[config.mk]
export PLATFORM = sky130hd
export DESIGN_NAME = host_cmd_reg
export DESIGN_NICKNAME = d
export VERILOG_FILES = /design/src/rtl/host_cmd_reg.sv
export SDC_FILE = /design/constraint.sdc
export NUM_CORES = 1
export LEC_CHECK = 0
export BUFFER_PORTS_ARGS = -buffer_cell sky130_fd_sc_hd__buf_2
export CAP_MARGIN = 20
export CORE_MARGIN = 5
export CORE_UTILIZATION = 38
export DETAILED_ROUTE_END_ITERATION = 6
export PLACE_DENSITY = 0.84
export SLEW_MARGIN = 25
export SYNTH_ARGS = -nofsm -noshare
export SYNTH_HDL_FRONTEND = slang
export SYNTH_SLANG_ARGS = --single-unit
[constraint.sdc]
create_clock -name clk -period 1.9 [get_ports clk]
set_clock_uncertainty 0.2 [all_clocks]
set_input_delay 0.38 -clock clk [delete_from_list [all_inputs] [get_ports clk]]
set_output_delay 0.38 -clock clk [all_outputs]
set_load 0.01 [all_outputs]
[src/rtl/host_cmd_reg.sv]
module host_cmd_reg #(
  parameter int HOST_W = 32,
  parameter int CMD_W  = 16,
  parameter logic [15:0] STOP_ALL = 16'h08FF
) (
  input  logic              clk,
  input  logic              rst,
  input  logic              host_wr,
  input  logic [HOST_W-1:0] host_wdata,
  output logic [HOST_W-1:0] host_rdata,
  input  logic              ctl_done,
  output logic              cmd_valid,
  output logic              cmd_abort,
  output logic              cmd_write,
  output logic              cmd_rom,
  output logic              cmd_request,
  output logic              cmd_doit,
  output logic              cmd_startstop,
  output logic [2:0]        cmd_type,
  output logic [7:0]        cmd_chan,
  output logic              op_stop,
  output logic              op_start_norm,
  output logic              op_start_setup
);
  localparam int ERR_BIT = CMD_W;
  localparam int PAD_W   = HOST_W - CMD_W - 1;

  logic [CMD_W-1:0] cmd_q;
  logic             err_q;

  logic             skip_w;
  logic [CMD_W-1:0] new_cmd;
  logic             busy;
  logic             is_stop_all;
  logic             take;
  logic             refuse;

  assign skip_w      = host_wdata[HOST_W-1];
  assign new_cmd     = host_wdata[CMD_W-1:0];
  assign busy        = |cmd_q;
  assign is_stop_all = (new_cmd == STOP_ALL);
  assign take        = host_wr && !skip_w && (is_stop_all || (!busy && |new_cmd));
  assign refuse      = host_wr && !skip_w && busy && !is_stop_all;

  always_ff @(posedge clk) begin
    if (rst) begin
      cmd_q     <= '0;
      err_q     <= 1'b0;
      cmd_valid <= 1'b0;
      cmd_abort <= 1'b0;
    end else begin
      cmd_valid <= take;
      cmd_abort <= take && is_stop_all && busy;
      if (refuse)
        err_q <= 1'b1;
      if (take)
        cmd_q <= new_cmd;
      else if (ctl_done)
        cmd_q <= '0;
    end
  end

  assign host_rdata    = {{PAD_W{1'b0}}, err_q, cmd_q};

  assign cmd_write     = cmd_q[15];
  assign cmd_rom       = cmd_q[14];
  assign cmd_request   = cmd_q[13];
  assign cmd_doit      = cmd_q[12];
  assign cmd_startstop = cmd_q[11];
  assign cmd_type      = cmd_q[10:8];
  assign cmd_chan      = cmd_q[7:0];

  assign op_stop        = (cmd_q[15:8] == 8'h08);
  assign op_start_norm  = (cmd_q[15:8] == 8'h09);
  assign op_start_setup = (cmd_q[15:8] == 8'h0F);

  a_r4_valid_has_cmd: assert property (@(posedge clk) disable iff (rst)
    cmd_valid |-> busy);

  a_r7_skip_no_effect: assert property (@(posedge clk) disable iff (rst)
    (host_wr && skip_w && !ctl_done) |=> ($stable(cmd_q) && $stable(err_q) && !cmd_valid));

  a_r6_done_clears: assert property (@(posedge clk) disable iff (rst)
    (ctl_done && !host_wr) |=> (cmd_q == '0));

  a_r8_refuse_flags: assert property (@(posedge clk) disable iff (rst)
    (host_wr && !skip_w && busy && !is_stop_all) |=> (err_q && !cmd_valid));

  a_r9_err_sticky: assert property (@(posedge clk) disable iff (rst)
    err_q |=> err_q);

  a_r10_abort_with_stop: assert property (@(posedge clk) disable iff (rst)
    cmd_abort |-> (cmd_valid && cmd_q == STOP_ALL));

  a_r11_zero_idle: assert property (@(posedge clk) disable iff (rst)
    (host_wr && !skip_w && !busy && new_cmd == '0) |=> !cmd_valid);

  a_r3_one_op: assert property (@(posedge clk) disable iff (rst)
    $onehot0({op_stop, op_start_norm, op_start_setup}));
endmodule

==> run metrics <==
run status=finished with violations; violations in the final reports=negative setup slack; PortBufs=58; mean area per synthesized cell=8.845 µm²; final standard cell area without fillers=1819 µm²; Final Core Density=50.07%; warning count from the yosys run=0; final period utilization=103.2%; RSZ-0062 raised after global routing=true; sequential cell area fraction in the yosys report=approximately 27%; depth of the CTS H-tree=1; TritonCTS clock tree=yes; count of maximum capacitance violations=0; clk sinks=19; Ant. Diodes=0; clk_lat worst skew=around 0.26 ns; Floorplan Core Area=3633 µm²; crit path kind=register to output pin; Starting Density=just under 40%; total routing usage reported by global routing=between 10% and 20%; post-synthesis instance total=159; Leak=around 0.81 nW; Site Rows=22; Detailed Routing Iterations Pass 1=4; leading cell types in the layout, fill and taps excluded=58 x sky130_fd_sc_hd__buf_2, 17 x sky130_fd_sc_hd__nand2_1, 16 x sky130_fd_sc_hd__nor3b_1, 16 x sky130_fd_sc_hd__dfxtp_1; required time at the worst-slack endpoint=1.32 ns; Pins Over Slew Limit=0; kind of start point of the critical path=register; post-layout min period=between 1.5 and 2 ns; post-layout instance count excluding filler cells=264; count of cell types in the netlist=35; final antenna-violating net count=0; Clock Root Buffer=sky130_fd_sc_hd__clkbuf_8; number of top-level pins=89; Post-Place Setup Slack=-0.2000 ns; vias per std cell=4.867; Inserted Clock Buffers=3; number of cells after detailed placement=255; worst voltage drop across the vdd grid=253.3 µV; per-cell routed wire length=around 14 µm; critical-path maximum fanout=3; detailed router's first-iteration violation count=57; Setup-failing EPs final=15; Die Area=between 5000 and 6000 µm²; Via Count=approximately 1,300; highest clock frequency the design can meet=a little over 500 MHz; Placer Congestion=0.8156; share of final-layout standard cells stronger than drive strength 1=around three fifths; die width=70.84 µm; Area growth syn-to-layout=29.36%; cell area after placement=1614 µm²; CP Data Arrival Time=approximately 1.4 ns; routed wire length=3707 µm; flop and latch count out of synthesis=19; pin count of the biggest net entering global routing=21; number of nets in the final layout=~250; Layout fillers=roughly 350; Clock Pin Slew Worst Setup and Hold Paths=0.07 ns; post-detailed-route DRC marker count=0; number of antenna violations at the first check in global routing=0; number of hold violations in the final report=0; wire length of the first global-routing pass=5623 µm; sum of negative setup slack=-0.2270 ns; number of buffers inserted for hold repair after clock tree synthesis=0; HPWL after DPL=2599 µm; CP endpoint kind=output pin; vias in the first global route=~1,200; most common cell after layout, fill and taps aside=sky130_fd_sc_hd__buf_2; die boundary height=70.84 µm; class of the tightest hold or removal check=primary input to register; power per standard cell area=706.3 nW/µm²; buffers from clock root to sink, at most=2; overflow left after global routing=0; netlist area before placement=1406 µm²; Worst Slack Setup Final=-0.06124 ns
cells in the mapped netlist:
cell type                        count  share of area (%)
sky130_fd_sc_hd__buf_4              33                 18
sky130_fd_sc_hd__dfxtp_1            19                 27
sky130_fd_sc_hd__nand2_1            17                4.5
sky130_fd_sc_hd__nor3b_1            16                8.5
sky130_fd_sc_hd__nand3_2            10                7.1
sky130_fd_sc_hd__o21ai_2            10                6.2
sky130_fd_sc_hd__nand3_1             9                3.2
sky130_fd_sc_hd__nor2_1              5                1.3
sky130_fd_sc_hd__nor3_1              5                1.8
sky130_fd_sc_hd__o21ai_0             5                1.8
sky130_fd_sc_hd__and3_1              2               0.89
sky130_fd_sc_hd__buf_6               2                1.6
sky130_fd_sc_hd__clkbuf_8            2                2.0
sky130_fd_sc_hd__nor4_1              2               0.89
sky130_fd_sc_hd__or4_4               2                1.6
sky130_fd_sc_hd__a21oi_2             1               0.62
sky130_fd_sc_hd__a31o_1              1               0.62
sky130_fd_sc_hd__a31oi_1             1               0.45
sky130_fd_sc_hd__and2b_2             1               0.62
sky130_fd_sc_hd__and3b_1             1               0.62
sky130_fd_sc_hd__and4_1              1               0.62
sky130_fd_sc_hd__buf_12              1                1.4
sky130_fd_sc_hd__clkbuf_1            1               0.27
sky130_fd_sc_hd__conb_1              1               0.27
sky130_fd_sc_hd__dlygate4sd1_1       1               0.62
sky130_fd_sc_hd__dlymetal6s2s_1      1               0.89
sky130_fd_sc_hd__inv_1               1               0.27
sky130_fd_sc_hd__nand2_2             1               0.45
sky130_fd_sc_hd__nand2b_1            1               0.45
sky130_fd_sc_hd__nor3_2              1               0.71
sky130_fd_sc_hd__nor3_4              1                1.2
sky130_fd_sc_hd__nor4_2              1               0.89
sky130_fd_sc_hd__o2111ai_2           1                1.1
sky130_fd_sc_hd__o21a_4              1                1.1
sky130_fd_sc_hd__or3_4               1               0.80
kinds of logic after synthesis:
| kind of cell | synth area share (%) |
|---|---|
| DFF | 27.05 |
| AOI/OAI and AO/OA | 11.83 |
| and+or+nand+nor | 36.21 |
| buffers and inverters | 24.64 |
| other | 0.2666 |
path summary, 6_finish.rpt:
kind,startpoint,end,depth (start not counted),slack (ns)
setup / recovery,cmd_q[12],op_start_setup,5,-0.06
hold / removal,host_wdata[9],cmd_q[9],3,0.16
setup reg to reg,cmd_q[6],cmd_q[11],6,-0.03
hold reg to reg,err_q,err_q,2,0.34
metrics by stage:
stage | hold slack (ns) | total power [mW]
after floorplan | 0.2380 | 0.8019
after global placement | 0.2683 | 0.8798
after detailed placement | 0.2624 | 0.8857
after CTS | 0.1607 | 1.245
after global routing | 0.1837 | 1.344
final | 0.1638 | 1.285
worst max-delay path, stage by stage (launching register included):
cell and delay (ns):
sky130_fd_sc_hd__dfxtp_4 0.35, sky130_fd_sc_hd__nor4_4 0.28, sky130_fd_sc_hd__buf_4 0.17, sky130_fd_sc_hd__nand3_4 0.07, sky130_fd_sc_hd__nor2_1 0.11, sky130_fd_sc_hd__buf_2 0.14
layer usage:
layer	global-route usage (%)	wire, µm	vias up
li1	-	-	624
met1	16.24	1395	600
met2	24.72	1944	54
met3	2.983	285	7
met4	7.098	80	0
met5	0	0	-
cell type report:
class	count	area, µm²	area share [%]
tap	48	60.06	3.301
clock buffer	4	45.04	2.476
inverter	1	3.754	0.2063
multi-input combinational	113	850.8	46.77
timing repair buffer	79	470.5	25.86
sequential	19	389.1	21.39
where the power goes:
group / switching [mW] / internal [mW] / leakage, nW / total (mW)
sequential: 0.0303 / 0.425 / 0.156 / 0.455
clock: 0.144 / 0.150 / 0.0228 / 0.294
combinational: 0.302 / 0.235 / 0.634 / 0.536
registers in the layout (all words and copies together), names as in the netlist:
signal,flops
cmd_q,16
cmd_abort,1
err_q,1
cmd_valid,1
what timing repair did:
action / CTS / global route
resized for setup: 19 / 12
pin swaps: 5 / 7
cloned: 1 / 0
hold endpoints to repair: 0 / 0
setup endpoints to repair: 14 / 21
buffers inserted: 3 / 1
No activity file was read; power rests on OpenSTA's default activity.
